===== config.mk =====
export PLATFORM = sky130hd
export DESIGN_NAME = serial_io_dev
export DESIGN_NICKNAME = d
export VERILOG_FILES = /design/src/rtl/serial_io_pkg.sv /design/src/rtl/serial_gap_lfsr.sv /design/src/rtl/serial_chan_fsm.sv /design/src/rtl/serial_io_dev.sv
export SDC_FILE = /design/constraint.sdc
export NUM_CORES = 1
export LEC_CHECK = 0
export ABC_AREA = 1
export CAP_MARGIN = 20
export CORE_ASPECT_RATIO = 2
export CORE_UTILIZATION = 50
export DETAILED_ROUTE_END_ITERATION = 10
export HOLD_SLACK_MARGIN = 0.1
export PLACE_DENSITY = 0.79
export SLEW_MARGIN = 20
export SYNTH_ARGS = -nofsm -noshare
export SYNTH_HDL_FRONTEND = slang
export SYNTH_SLANG_ARGS = --single-unit

===== constraint.sdc =====
create_clock -name clk -period 1.5 [get_ports clk]
set_clock_uncertainty 0.05 [all_clocks]
set_input_delay 0.375 -clock clk [delete_from_list [all_inputs] [get_ports clk]]
set_output_delay 0.375 -clock clk [all_outputs]
set_load 0.01 [all_outputs]

===== src/rtl/serial_io_pkg.sv =====
package serial_io_pkg;
    typedef enum logic [1:0] {
        CH_READY   = 2'd0,
        CH_GAP     = 2'd1,
        CH_DRAINED = 2'd2
    } chan_state_t;

    localparam logic [1:0] OFF_RX_CTRL = 2'd0;
    localparam logic [1:0] OFF_RX_DATA = 2'd1;
    localparam logic [1:0] OFF_TX_CTRL = 2'd2;
    localparam logic [1:0] OFF_TX_DATA = 2'd3;

    localparam int CTRL_RDY_BIT = 0;
    localparam int CTRL_IE_BIT  = 1;

    localparam int GAP_W   = 5;
    localparam int GAP_MIN = 4;
endpackage


===== src/rtl/serial_gap_lfsr.sv =====
module serial_gap_lfsr
    import serial_io_pkg::*;
#(
    parameter logic [7:0] SEED = 8'hA5
) (
    input  logic             clk,
    input  logic             rst_n,
    output logic [GAP_W-1:0] gap_o
);
    logic [7:0]       lfsr_q;
    logic             fb;
    logic [GAP_W-1:0] raw;

    assign fb  = lfsr_q[7] ^ lfsr_q[5] ^ lfsr_q[4] ^ lfsr_q[3];
    assign raw = lfsr_q[GAP_W-1:0];

    always_ff @(posedge clk) begin
        if (!rst_n) lfsr_q <= (SEED == 8'h00) ? 8'h01 : SEED;
        else        lfsr_q <= {lfsr_q[6:0], fb};
    end

    always_comb begin
        if (raw < GAP_W'(GAP_MIN)) gap_o = raw + GAP_W'(GAP_MIN);
        else                       gap_o = raw;
    end
endmodule


===== src/rtl/serial_chan_fsm.sv =====
module serial_chan_fsm
    import serial_io_pkg::*;
#(
    parameter bit LIMIT_EN = 1'b0,
    parameter int COUNT    = 1,
    localparam int CNT_W   = (COUNT < 2) ? 1 : $clog2(COUNT + 1)
) (
    input  logic             clk,
    input  logic             rst_n,
    input  logic             take_i,
    input  logic [GAP_W-1:0] gap_i,
    output logic             ready_o,
    output logic             done_o,
    output logic [CNT_W-1:0] idx_o
);
    localparam logic [CNT_W-1:0] LAST_IDX = CNT_W'((COUNT > 0) ? COUNT - 1 : 0);
    localparam chan_state_t INIT_ST = (LIMIT_EN && COUNT == 0) ? CH_DRAINED : CH_READY;

    chan_state_t      state_q, state_d;
    logic [GAP_W-1:0] cnt_q;
    logic [CNT_W-1:0] idx_q;
    logic             accept;
    logic             is_last;

    assign accept  = (state_q == CH_READY) && take_i;
    assign is_last = LIMIT_EN && (idx_q == LAST_IDX);

    always_ff @(posedge clk) begin
        if (!rst_n) state_q <= INIT_ST;
        else        state_q <= state_d;
    end

    always_comb begin
        state_d = state_q;
        unique case (state_q)
            CH_READY:   if (take_i) state_d = is_last ? CH_DRAINED : CH_GAP;
            CH_GAP:     if (cnt_q == GAP_W'(1)) state_d = CH_READY;
            CH_DRAINED: state_d = CH_DRAINED;
            default:    state_d = INIT_ST;
        endcase
    end

    always_ff @(posedge clk) begin
        if (!rst_n) begin
            cnt_q <= '0;
            idx_q <= '0;
        end else begin
            if (accept) begin
                cnt_q <= gap_i;
                idx_q <= idx_q + CNT_W'(1);
            end else if (state_q == CH_GAP) begin
                cnt_q <= cnt_q - GAP_W'(1);
            end
        end
    end

    always_comb begin
        ready_o = (state_q == CH_READY);
        done_o  = (state_q == CH_DRAINED);
        idx_o   = idx_q;
    end
endmodule


===== src/rtl/serial_io_dev.sv =====
module serial_io_dev
    import serial_io_pkg::*;
#(
    parameter int                DATA_W   = 8,
    parameter int                RX_COUNT = 8,
    parameter logic [DATA_W-1:0] RX_BASE  = 8'h41,
    parameter logic [DATA_W-1:0] RX_STEP  = 8'h01,
    parameter logic [7:0]        SEED     = 8'hA5
) (
    input  logic              clk,
    input  logic              rst_n,
    input  logic              bus_sel,
    input  logic              bus_we,
    input  logic [1:0]        bus_addr,
    input  logic [DATA_W-1:0] bus_wdata,
    output logic [DATA_W-1:0] bus_rdata,
    output logic              rx_irq,
    output logic              tx_irq,
    output logic              tx_out_vld,
    output logic [DATA_W-1:0] tx_out_byte
);
    localparam int RX_CNT_W = (RX_COUNT < 2) ? 1 : $clog2(RX_COUNT + 1);

    logic [GAP_W-1:0]    gap;
    logic                rx_rdy, rx_done, tx_rdy, tx_done;
    logic [RX_CNT_W-1:0] rx_idx;
    logic [0:0]          tx_idx;
    logic                rx_ie, tx_ie;
    logic                rx_take, tx_take;
    logic                rx_ctrl_wr, tx_ctrl_wr;
    logic [DATA_W-1:0]   rx_byte;

    assign rx_take    = bus_sel && !bus_we && (bus_addr == OFF_RX_DATA) && rx_rdy;
    assign tx_take    = bus_sel &&  bus_we && (bus_addr == OFF_TX_DATA) && tx_rdy;
    assign rx_ctrl_wr = bus_sel &&  bus_we && (bus_addr == OFF_RX_CTRL);
    assign tx_ctrl_wr = bus_sel &&  bus_we && (bus_addr == OFF_TX_CTRL);

    serial_gap_lfsr #(.SEED(SEED)) gap_i (
        .clk   (clk),
        .rst_n (rst_n),
        .gap_o (gap)
    );

    serial_chan_fsm #(.LIMIT_EN(1'b1), .COUNT(RX_COUNT)) rx_ch_i (
        .clk     (clk),
        .rst_n   (rst_n),
        .take_i  (rx_take),
        .gap_i   (gap),
        .ready_o (rx_rdy),
        .done_o  (rx_done),
        .idx_o   (rx_idx)
    );

    serial_chan_fsm #(.LIMIT_EN(1'b0), .COUNT(1)) tx_ch_i (
        .clk     (clk),
        .rst_n   (rst_n),
        .take_i  (tx_take),
        .gap_i   (gap),
        .ready_o (tx_rdy),
        .done_o  (tx_done),
        .idx_o   (tx_idx)
    );

    always_ff @(posedge clk) begin
        if (!rst_n) begin
            rx_ie       <= 1'b0;
            tx_ie       <= 1'b0;
            tx_out_vld  <= 1'b0;
            tx_out_byte <= '0;
        end else begin
            if (rx_ctrl_wr) rx_ie <= bus_wdata[CTRL_IE_BIT];
            if (tx_ctrl_wr) tx_ie <= bus_wdata[CTRL_IE_BIT];
            tx_out_vld <= tx_take;
            if (tx_take) tx_out_byte <= bus_wdata;
        end
    end

    assign rx_byte = RX_BASE + RX_STEP * DATA_W'(rx_idx);

    always_comb begin
        bus_rdata = '0;
        unique case (bus_addr)
            OFF_RX_CTRL: begin
                bus_rdata[CTRL_RDY_BIT] = rx_rdy;
                bus_rdata[CTRL_IE_BIT]  = rx_ie;
            end
            OFF_RX_DATA: if (rx_rdy) bus_rdata = rx_byte;
            OFF_TX_CTRL: begin
                bus_rdata[CTRL_RDY_BIT] = tx_rdy;
                bus_rdata[CTRL_IE_BIT]  = tx_ie;
            end
            default:     bus_rdata = '0;
        endcase
    end

    assign rx_irq = rx_ie && rx_rdy;
    assign tx_irq = tx_ie && tx_rdy && !tx_done;
endmodule


**Word level (Yosys, flattened, before mapping)**

Index checks and enable logic that the tools add are counted.

- Input bits: 14
- Flip-flop bits (word level): 37
- Output and inout port bits: 19

- Muxes and demuxes: 15
- Equal/unequal tests: 14
- Reduce and logical (&&, ||, !) cells: 22
- Magnitude comparators: 1
- Add/sub/neg operators: 5
- Bitwise gates (word level): 3

Operator list:

| kind | count |
|---|---|
| $mux 5 | 5 |
| $pmux 2 s3 | 3 |
| $logic_and 1x1->1 | 13 |
| $eq 5x1->1 const B | 2 |
| $mux 2 | 5 |
| $sub 5x1->5 const B | 2 |
| $add 7x4->8 const A | 1 |
| $eq 2x2->1 const B | 4 |
| $mux 8 | 1 |
| $ne 2x1->1 const B | 4 |
| $eq 2x1->1 const B | 3 |
| $logic_not 2->1 | 3 |
| $mux 6 | 1 |
| $add 5x3->5 const B | 1 |
| $lt 5x3->1 const B | 1 |
| $add 4x1->4 const B | 1 |
| $eq 4x3->1 const B | 1 |
| $reduce_and 2->1 | 2 |
| $reduce_bool 2->1 | 2 |
| $xor 1x1->1 | 3 |
| $logic_not 1->1 | 2 |

**Longest topological paths before layout**

Gate-level depths: netlist (run 1).

- Word-level depth: 6
- Gate-level depth with buffers: 8
- Mapped depth without buffers: 8

**By module**

Synthesis (run 1) repeated with hierarchy kept, for this count alone.

- Cells, all modules: 313
- Area, all modules: 2093.3 um^2

Modules (own cells, without submodules):

| module | cells an instance | area each (um^2) | times used | seq. area each (um^2) |
|---|---|---|---|---|
| serial_io_dev | 101 | 656.9 | 1 | 220.2 |
| serial_chan_fsm at rx_ch_i | 92 | 618.1 | 1 | 220.2 |
| serial_chan_fsm at tx_ch_i | 70 | 476.7 | 1 | 160.2 |
| serial_gap_lfsr | 50 | 341.6 | 1 | 160.2 |

**Least setup slack after synthesis (run 1)**

OpenSTA, ideal clock, no wires.

- Path kind: reg-to-output
- Start: reg rx_ch_i.state_q[0]
- End: out bus_rdata[4]
- Path buffers: 0
- Required time: 1.075 ns
- Stages on the path, launching flop included: 6
- Data arrival time: 1.206 ns
- Path slack: -0.131 ns
- Path through: dfxtp_1 > nor2_2 > inv_1 > nor2_1 > inv_1 > nor3_1

- Word-level cells in the longest chain between the ends: 3

RTL lines:

| what | line | text |
|---|---|---|
| from (decl) | serial_chan_fsm.sv:19 | `chan_state_t state_q, state_d;` |
| from (signal assigned) | serial_chan_fsm.sv:30 | `else state_q <= state_d;` |
| $logic_not 2->1 | serial_chan_fsm.sv:58 | `ready_o = (state_q == CH_READY);` |
| $mux 8 | serial_io_dev.sv:87 | `OFF_RX_DATA: if (rx_rdy) bus_rdata = rx_byte;` |
| $mux 6 | serial_io_dev.sv:82 | `unique case (bus_addr)` |
| to (decl) | serial_io_dev.sv:16 | `output logic [DATA_W-1:0] bus_rdata,` |

No other way between the ends.

**Final worst setup path (run 1)**

- Start: in bus_addr[1]
- End: out bus_rdata[0]

- Word-level cells in the longest chain between the ends: 2

RTL lines:

| what | line | text |
|---|---|---|
| from (decl) | serial_io_dev.sv:14 | `input logic [1:0] bus_addr,` |
| $eq 2x2->1, or another cell as far along | serial_io_dev.sv:82 |  |
| $pmux 2 s3 * | serial_io_dev.sv:82 |  |

Mark *: on every way between the ends. The rest lies on a longest branch, timed or not.

==> metrics.yaml, run 1 <==
power_per_cell_area_nw_per_um2: 826
grt-ovfl-total: 0
holdWs_ns: 0.372
cts_buffers: 5
slowest_stage: "dlygate4sd2_1"
routedWlPerCell_microns: 11.8
totalPowerFinal_w: 0.00214
grt_pass1_wl_microns: 7390
synthesis.area_sq_um: 1860
cts_buffer_depth: 2
syn_inst: 268
antenna_cells: 0
period_share_pct: 116
cts.sinks: 37
clk-insertion-delay-late_ns: 0.29
antenna_found_initial: 0
via_per_inst: 5.02
slowest_delay_ns: 0.25
core_sq_um: 3570
p_leak_nw: 1.26
synth.avg_cell_area_sq_um: 6.93
slew_viol_final: 0
die_h_microns: 88.2
hold_viol_final: 0
first_global_vias: 1790
grt_usage_pct: 25.5
dr.pass1.iters: 4
die_width_microns: 45.1
crit_family: "buffers and inverters"
io_buffers: 30
cp-start-kind: "input port"
cp-end-kind: "output pin"
synth-seq-cells: 37
cts_root_buffer: "clkbuf_8"
design.die.area_sq_um: 3980
crit_fanout: 4
path_cells: "dlygate4sd2_1 -> inv_2 -> nand2_2 -> nor2_4 -> inv_2 -> o211ai_1 -> buf_2"
fmax_mhz: 573
crit_buf_inv: 4
topRoutingLayerUsed: "met4"
gp_congestion: 0.879
vias: 1907
finalWorstSetupSlack_ns: -0.245
io_pins: 33
dp_hpwl_microns: 3270
routed_wl_microns: 4490
grt_max_degree: 24
synth_warnings: 0
start_util_pct: 52.0
final_cells: 380
area_growth_pct: 39.3
worstPathArrival_ns: 1.32
clk_pin_slew_ns: 0.08
cts_tree: "done"
drive_above_1_share_pct: 24.5
drc: 0
cap_violations: 0
required_ns: 1.07
dp_cells: 368
final_core_util_pct: 72.5
setup_viol: 7
ys_seq_area_share_pct: 39.9
synth_cell_types: 31
fin_nets: 350
htreeDepth: 2
hold_class: "reg2reg"
rows: 31
wl_met3_microns: 137
ant_nets: 0
critical_path.most_common_cell: "inv_2"
path_class: "in2out"
wl_met1_microns: 1610
outcome: "finished, violations left"
period_needed_ns: 1.75
wl_met2_microns: 2590
cts_hold_buf: 0
rsz0062_at_grt: "yes"
drt_iter0_drc: 50
max-vdd-ir-drop_mv: 0.644
violations: "negative setup slack"
## routing by layer
layer  vias up  GRT usage [%]
li1        959              -
met1       889           23.5
met4         0           16.5
met5         -              0
met2        48           46.9
met3        11           5.57
## cell usage in the layout (no fill, tap or decap), types with 4 or more instances in the layout
| master | n |
|---|---|
| a21oi_1 | 7 |
| buf_6 | 4 |
| o21ai_0 | 17 |
| nor2_2 | 4 |
| nor2_1 | 46 |
| dfxtp_2 | 7 |
| buf_4 | 26 |
| clkdlybuf4s50_1 | 9 |
| ha_1 | 4 |
| xor2_1 | 4 |
| nor2_4 | 7 |
| dlygate4sd2_1 | 11 |
| inv_1 | 35 |
| nor3_1 | 5 |
| buf_2 | 6 |
| nand3_1 | 22 |
| nand2_1 | 43 |
| clkbuf_8 | 5 |
| dfxtp_1 | 30 |
| inv_2 | 4 |
## state kept, by name, indices dropped and copies added (netlist names)
signal           cells
tx_out_vld           1
tx_out_byte          8
gap_i.lfsr_q         8
tx_ch_i.cnt_q        5
rx_ch_i.state_q      2
tx_ch_i.state_q      2
rx_ch_i.cnt_q        5
tx_ie                1
rx_ie                1
rx_ch_i.idx_o        4
## stage by stage
stage          setup slack [ns]  instance area [sq um]  TNS, ns
3_3_place_gp             -0.890                   2420   -14.44
5_1_grt                  -0.298                   2590    -1.43
6_report                 -0.245                   2590    -1.16
4_1_cts                  -0.247                   2530    -1.03
3_5_place_dp             -0.896                   2420   -15.01
2_1_floorplan            0.0277                   1880        0
## repair_timing
action / in CTS / in global routing
setup buffers: 2 / 2
gates resized for setup: 65 / 17
pin swaps: 6 / 11
setup endpoints to repair: 39 / 26
## where the power goes
part	total [W]	internal, W	switching, W
clock network	0.000673	0.000322	0.000351
registers	0.00107	0.00103	0.0000383
logic	0.000393	0.000183	0.000210
total	0.00214	0.00154	0.000599
## area by class of cell
cell class / instances / area (sq um)
Tap cell: 49 / 61.3
Multi-Input combinational cell: 185 / 996
Clock buffer: 6 / 72.6
Timing Repair Buffer: 61 / 542
Sequential cell: 37 / 749
Inverter: 40 / 155
Clock inverter: 2 / 10.0
Fill cell: 293 / 982
## path summary, 6_finish.rpt
check                endpoint  slack, ns              from  cells past startpoint
max              bus_rdata[0]      -0.25       bus_addr[1]                      7
min           gap_i.lfsr_q[7]       0.37   gap_i.lfsr_q[6]                      1
max reg2reg  tx_ch_i.cnt_q[2]       0.13  tx_ch_i.cnt_q[0]                      6
min reg2reg   gap_i.lfsr_q[7]       0.37   gap_i.lfsr_q[6]                      1
## Yosys cell counts (all sizes together)
master	instances	area share, %
clkbuf	2	0.40
nand4	1	0.34
nand2	49	11
nor4	2	0.67
xnor2	1	0.47
inv	40	8.4
o211ai	1	0.40
o21ai	20	5.4
nor3	6	1.6
a31oi	2	0.67
nand3	23	6.5
a21oi	7	1.9
o311ai	1	0.47
dfxtp	37	40
or2	3	1.0
buf	5	2.8
nor2	57	12
ha	6	4.0
conb	1	0.20
xor2	4	1.9
## kinds of logic after synthesis
group                      share of synthesized area, %
and+or+nand+nor                                    33.2
DFF                                                39.9
AOI/OAI and AO/OA                                  8.83
xor gates and xnor gates                           2.36
adders and majority gates                          4.04
buffers and inverters                              11.5
other                                             0.202
No activity file was read; power rests on OpenSTA's default activity.
==> inputs of run 2 (changes only) <==
--- a/config.mk
+++ b/config.mk
@@ -7,7 +7,7 @@
 export LEC_CHECK = 0
 export ABC_AREA = 1
 export CAP_MARGIN = 20
-export CORE_ASPECT_RATIO = 2
+export CORE_ASPECT_RATIO = 0.9
 export CORE_UTILIZATION = 50
 export DETAILED_ROUTE_END_ITERATION = 10
 export HOLD_SLACK_MARGIN = 0.1
==> run 2 against run 1 <==
Compared with the run above: the flow still finishes with violations (negative setup slack); sequential cell count did not move; non-clock buffer count rose by 8; routed wire length rose by 6.3%; critical path type is now reg2out.
==> metrics.yaml, run 2 (synthesis gave the netlist of run 1 again) <==
htreeDepth: 2  # unchanged
antenna_cells: 0  # unchanged
grt_usage_pct: 25.2  # -0.29 points
holdWs_ns: 0.375  # +0.00343 ns
rsz0062_at_grt: "yes"
drc: 0  # unchanged
place_area_sq_um: 2450  # +1.2%
period_needed_ns: 1.77  # +0.0209 ns
cts_root_buffer: "clkbuf_8"
finalWorstSetupSlack_ns: -0.266  # -0.0209 ns
io_buffers: 30  # unchanged
power_per_cell_area_nw_per_um2: 887  # +7.3%
grt-ovfl-total: 0  # unchanged
die_width_microns: 66.2  # +47%
final_cell_mix: "47 x nor2_1, 42 x nand2_1, 36 x inv_1"
grt_pass1_wl_microns: 7490  # +1.4%
setup_viol: 7  # unchanged
hold_viol_final: 0  # unchanged
clk-insertion-delay-late_ns: 0.29  # about the same
clk_pin_slew_ns: 0.08  # about the same
max-vdd-ir-drop_mv: 0.520  # -19%
largestRegisters: "gap_i.lfsr_q: 8 flops, tx_out_byte: 8 flops"
path_class: "reg2out"
dr.pass1.iters: 4  # unchanged
drive_above_1_share_pct: 26.3  # +1.8 points
cp-end-kind: "output pin"
min_from: "gap_i.lfsr_q[6]"
via_per_inst: 4.94  # -1.6%
dp_hpwl_microns: 3020  # -7.8%
routed_wl_microns: 4770  # +6.3%
area_growth_pct: 45.5
vias: 1891  # -0.84%
cts_buffer_depth: 2  # unchanged
core_sq_um: 3450  # -3.2%
rrSetupSlack_ns: 0.10  # -0.03 ns
io_pins: 33  # unchanged
slew_viol_final: 0  # unchanged
cts_buffers: 5  # unchanged
required_ns: 1.07  # about the same
r2r_cells: 6  # unchanged
gp_congestion: 0.850  # -3.3%
dp_cells: 366  # -0.54%
p_leak_nw: 1.30  # +3.4%
ant_nets: 0  # unchanged
outcome: "finished, violations left"
drt_iter0_drc: 88  # +76%
routedWlPerCell_microns: 12.5  # +5.5%
first_global_vias: 1730  # -3.4%
whs_endpoint: "gap_i.lfsr_q[7]"
cap_violations: 0  # unchanged
layout_commonest_cell: "nor2_1"
worstReg2RegEnd: "tx_ch_i.cnt_q[2]"
antenna_found_initial: 0  # unchanged
die_h_microns: 59.8  # -32%
violations: "negative setup slack"
cp-start-kind: "register"
crit_fanout: 4  # unchanged
fmax_mhz: 566  # -1.2%
grt_max_degree: 21  # -13%
period_share_pct: 118  # +1.4 points
design.die.area_sq_um: 3960  # -0.37%
regToRegStartpoint: "tx_ch_i.cnt_q[0]"
final_cells: 383  # +0.79%
cts_tree: "done"
holdPathStages: 1  # unchanged
worstPathArrival_ns: 1.34  # +0.02 ns
fin_nets: 358  # +2.3%
start_util_pct: 53.8  # +1.7 points
fin_area_sq_um: 2700  # +4.5%
totalPowerFinal_w: 0.00240  # +12%
hold_class: "reg2reg"
cts.sinks: 37  # unchanged
rows: 20  # -35%
-- run 2: cell count changes in the layout (fill, tap and decap cells not counted), moves of 2 or more --
cell            change
buf_4               +6
dfxtp_2             -3
buf_6               +2
clkinv_2            -2
dfxtp_4             +2
dlygate4sd2_1       +2
dlymetal6s2s_1      -2
nand2_2             +2
o21ai_0             +2
o21ai_1             -2
-- run 2: how the worst max path moves through the flow --
stage / endpoint / slack (ns) / start
final: bus_rdata[0] / -0.27 / rx_ch_i.state_q[1]
after global routing: bus_rdata[1] / -0.33 / rx_ch_i.state_q[1]
after CTS: bus_rdata[0] / -0.26 / rx_ch_i.state_q[1]
after detailed placement: bus_rdata[0] / -0.94 / bus_addr[1]
after global placement: bus_rdata[0] / -0.87 / bus_addr[1]
after floorplan: bus_rdata[0] / 0.03 / rx_ch_i.state_q[0]
-- run 2: layer usage --
| metal | global-route usage (%) | wire (microns) | vias to the layer above |
|---|---|---|---|
| met5 | 0 | 0 | - |
| met4 | 9.12 | 40 | 0 |
| met3 | 4.58 | 194 | 4 |
| met2 | 42.0 | 2370 | 42 |
| met1 | 32.6 | 2160 | 868 |
| li1 | - | - | 977 |
-- run 2: critical path, stage by stage (launching register included) --
cell and delay (ns):
dfxtp_2 0.34, nor2_4 0.11, inv_2 0.06, nor2_4 0.12, inv_2 0.07, o211ai_1 0.19
buf_2 0.16
-- run 2: through the flow --
step	setup TNS, ns	setup WS (ns)	util (%)
2_1_floorplan	0	0.0277	-
3_3_place_gp	-13.51	-0.871	70.9
3_5_place_dp	-14.56	-0.937	70.9
4_1_cts	-1.11	-0.259	75.7
5_1_grt	-1.91	-0.327	78.2
6_report	-1.51	-0.266	78.2
-- run 2: area by class of cell --
cell class / count / area, sq um
Clock inverter: 2 / 37.5
Clock buffer: 6 / 82.6
Sequential cell: 37 / 753
Inverter: 40 / 155
Timing Repair Buffer: 69 / 617
Fill cell: 251 / 752
Multi-Input combinational cell: 185 / 1000
Tap cell: 44 / 55.1
-- run 2: what timing repair did --
action                                  CTS  global route
gates resized for setup                  68            14
hold buffers                              0             0
buffers inserted                          5             5
endpoints found under the setup margin   39            14
pin swaps                                 9             6
-- run 2: report_power, final --
| group | switching (W) | internal [W] |
|---|---|---|
| Clock | 0.000373 | 0.000541 |
| Sequential | 0.0000384 | 0.00103 |
| Combinational | 0.000218 | 0.000195 |
| Total | 0.000629 | 0.00177 |
==> inputs of run 3 (changes only) <==
--- a/config.mk
+++ b/config.mk
@@ -10,6 +10,7 @@
 export CORE_ASPECT_RATIO = 0.9
 export CORE_UTILIZATION = 50
 export DETAILED_ROUTE_END_ITERATION = 10
+export GPL_TIMING_DRIVEN = 0
 export HOLD_SLACK_MARGIN = 0.1
 export PLACE_DENSITY = 0.79
 export SLEW_MARGIN = 20
==> run 3 against run 2 <==
Compared with the run above: the run still ends with negative setup slack left; clock power is 2.6% lower; maximum frequency is 4.6% lower; critical path type is now in2out; largest power group unchanged; combinational power is 13% lower; final cell count is 5.2% lower; die area stayed put; non-clock buffer count is 20 lower; sequential power hardly changed; count of clock-buffer cells in the layout is 1 lower; sequential share of layout area is 2.8 points higher; global-route usage is 0.68 points lower; sequential cell count stayed put; design area is 8.3% lower.
==> metrics.yaml, run 3 (synthesis gave the netlist of run 1 again) <==
final_cells: 363  # -5.2%
crit_fanout: 7  # +3
io_buffers: 30  # unchanged
finalWorstSetupSlack_ns: -0.352  # -0.0858 ns
largestRegisters: "gap_i.lfsr_q: 8 flops, tx_out_byte: 8 flops"
regToRegStartpoint: "rx_ch_i.state_q[1]"
rsz0062_at_grt: "yes"
io_pins: 33  # unchanged
grt_usage_pct: 24.5  # -0.68 points
final_cell_mix: "50 x nor2_1, 44 x nand2_1, 36 x inv_1"
drc: 0  # unchanged
fin_nets: 338  # -5.6%
whs_endpoint: "gap_i.lfsr_q[7]"
combPwrFrac_pct: 15.6  # -1.7 points
grt_max_degree: 14  # -33%
setup_viol: 7  # unchanged
first_global_vias: 1621  # -6.3%
p_sw_share_pct: 27.4  # +1.2 points
period_share_pct: 123  # +5.7 points
antenna_cells: 0  # unchanged
antenna_found_initial: 0  # unchanged
die_h_microns: 59.8  # unchanged
htreeDepth: 2  # unchanged
dr.pass1.iters: 5  # +1
cts_buffers: 5  # unchanged
fmax_mhz: 540  # -4.6%
violations: "negative setup slack"
worstPathArrival_ns: 1.43  # +0.09 ns
design.die.area_sq_um: 3960  # unchanged
outcome: "finished, violations left"
dp_hpwl_microns: 2890  # -4.1%
hold_viol_final: 0  # unchanged
drive_above_1_share_pct: 21.3  # -4.9 points
routed_wl_microns: 4690  # -1.7%
r2r_cells: 7  # +1
cp-start-kind: "input port"
worstReg2RegEnd: "rx_ch_i.idx_o[2]"
min_from: "gap_i.lfsr_q[6]"
routedWlPerCell_microns: 12.9  # +3.7%
cts_tree: "done"
grt-ovfl-total: 0  # unchanged
clk_pin_slew_ns: 0.08  # about the same
hold_class: "reg2reg"
cts_buffer_depth: 2  # unchanged
dp_cells: 343  # -6.3%
start_util_pct: 53.8  # unchanged
holdPathStages: 1  # unchanged
max-vdd-ir-drop_mv: 0.790  # +52%
slew_viol_final: 0  # unchanged
vias: 1875  # -0.85%
internal-power_w: 0.00168  # -4.8%
rrSetupSlack_ns: 0.02  # -0.08 ns
period_needed_ns: 1.85  # +0.0858 ns
cap_violations: 0  # unchanged
n_fill_cell: 267  # +6.4%
switching_power_w: 0.000635  # +0.95%
core_sq_um: 3450  # unchanged
power_per_cell_area_nw_per_um2: 935  # +5.5%
cts_hold_buf: 0  # unchanged
ant_nets: 0  # unchanged
pwr-share-seq_pct: 46.0  # +1.4 points
die_width_microns: 66.2  # unchanged
clkPwrFrac_pct: 38.4  # +0.3 points
via_per_inst: 5.17  # +4.6%
path_class: "in2out"
layout_commonest_cell: "nor2_1"
rows: 20  # unchanged
cts_root_buffer: "clkbuf_8"
drt_iter0_drc: 157  # +78%
final_core_util_pct: 71.7  # -6.5 points
totalPowerFinal_w: 0.00232  # -3.3%
area_growth_pct: 33.4
required_ns: 1.07  # about the same
gp_congestion: 0.883  # +3.9%
grt_pass1_wl_microns: 7160  # -4.4%
cp-end-kind: "output pin"
clk-insertion-delay-late_ns: 0.30  # about the same
cts.sinks: 37  # unchanged
p_leak_nw: 1.19  # -8.6%
run 3: cell types whose count changed in the layout (fill, tap and decap cells not counted), sizes merged:
cell,change
dlygate4sd2,-3
clkbuf,+1
clkinv,+1
clkdlybuf4s15,+1
dlymetal6s2s,+1
buf,-21
run 3: worst max-delay path, stage by stage:
cell,delay (ns)
clkdlybuf4s15_2,0.27
nand2_1,0.15
nor2_4,0.16
inv_2,0.07
nor3_2,0.21
buf_2,0.18
run 3: power by group through the flow:
stage	Clock, W	Sequential [W]	Combinational [W]
final	0.000889	0.00107	0.000362
after global routing	0.000953	0.00107	0.000407
after CTS	0.000893	0.00107	0.000348
after detailed placement	0	0.00109	0.000341
after global placement	0	0.00109	0.000332
after floorplan	0	0.00109	0.000221
run 3: worst max-delay path by stage:
stage / start / endpoint / cells past startpoint
2_1_floorplan: rx_ch_i.state_q[0] / bus_rdata[0] / 5
3_3_place_gp: bus_addr[1] / bus_rdata[0] / 7
3_5_place_dp: bus_addr[1] / bus_rdata[0] / 7
4_1_cts: rx_ch_i.state_q[1] / bus_rdata[0] / 6
5_1_grt: rx_ch_i.state_q[1] / bus_rdata[4] / 6
6_report: bus_addr[0] / bus_rdata[4] / 6
run 3: what timing repair did:
action	CTS	global route
endpoints found under the setup margin	41	31
pin swaps	11	8
buffers inserted	8	4
gates resized for setup	67	16
run 3: metrics by stage:
step                      area (sq um)  setup TNS, ns  hold WS [ns]  setup WS, ns
after floorplan                   1880              0         0.343        0.0277
after global placement            2230         -16.21         0.343         -1.11
after detailed placement          2230         -16.73         0.354         -1.12
after CTS                         2390          -1.28         0.374        -0.285
after global routing              2480          -1.85         0.414        -0.378
final                             2480          -1.58         0.374        -0.352
run 3: per-layer routing:
| layer | GRT usage, % | up-vias | share of wire [%] |
|---|---|---|---|
| met5 | 0 | - | 0 |
| met4 | 6.69 | 0 | 2.3 |
| met3 | 6.87 | 11 | 6.8 |
| met2 | 37.9 | 75 | 46 |
| met1 | 33.5 | 854 | 45 |
| li1 | - | 935 | - |
run 3: cell type report:
type	count	area (sq um)	share of cell area, %
Sequential cell	37	759	30.7
Multi-Input combinational cell	185	977	39.5
Clock inverter	3	46.3	1.87
Clock buffer	5	68.8	2.78
Tap cell	44	55.1	2.22
Timing Repair Buffer	42	353	14.2
Inverter	40	155	6.27
Buffer	7	61.3	2.48
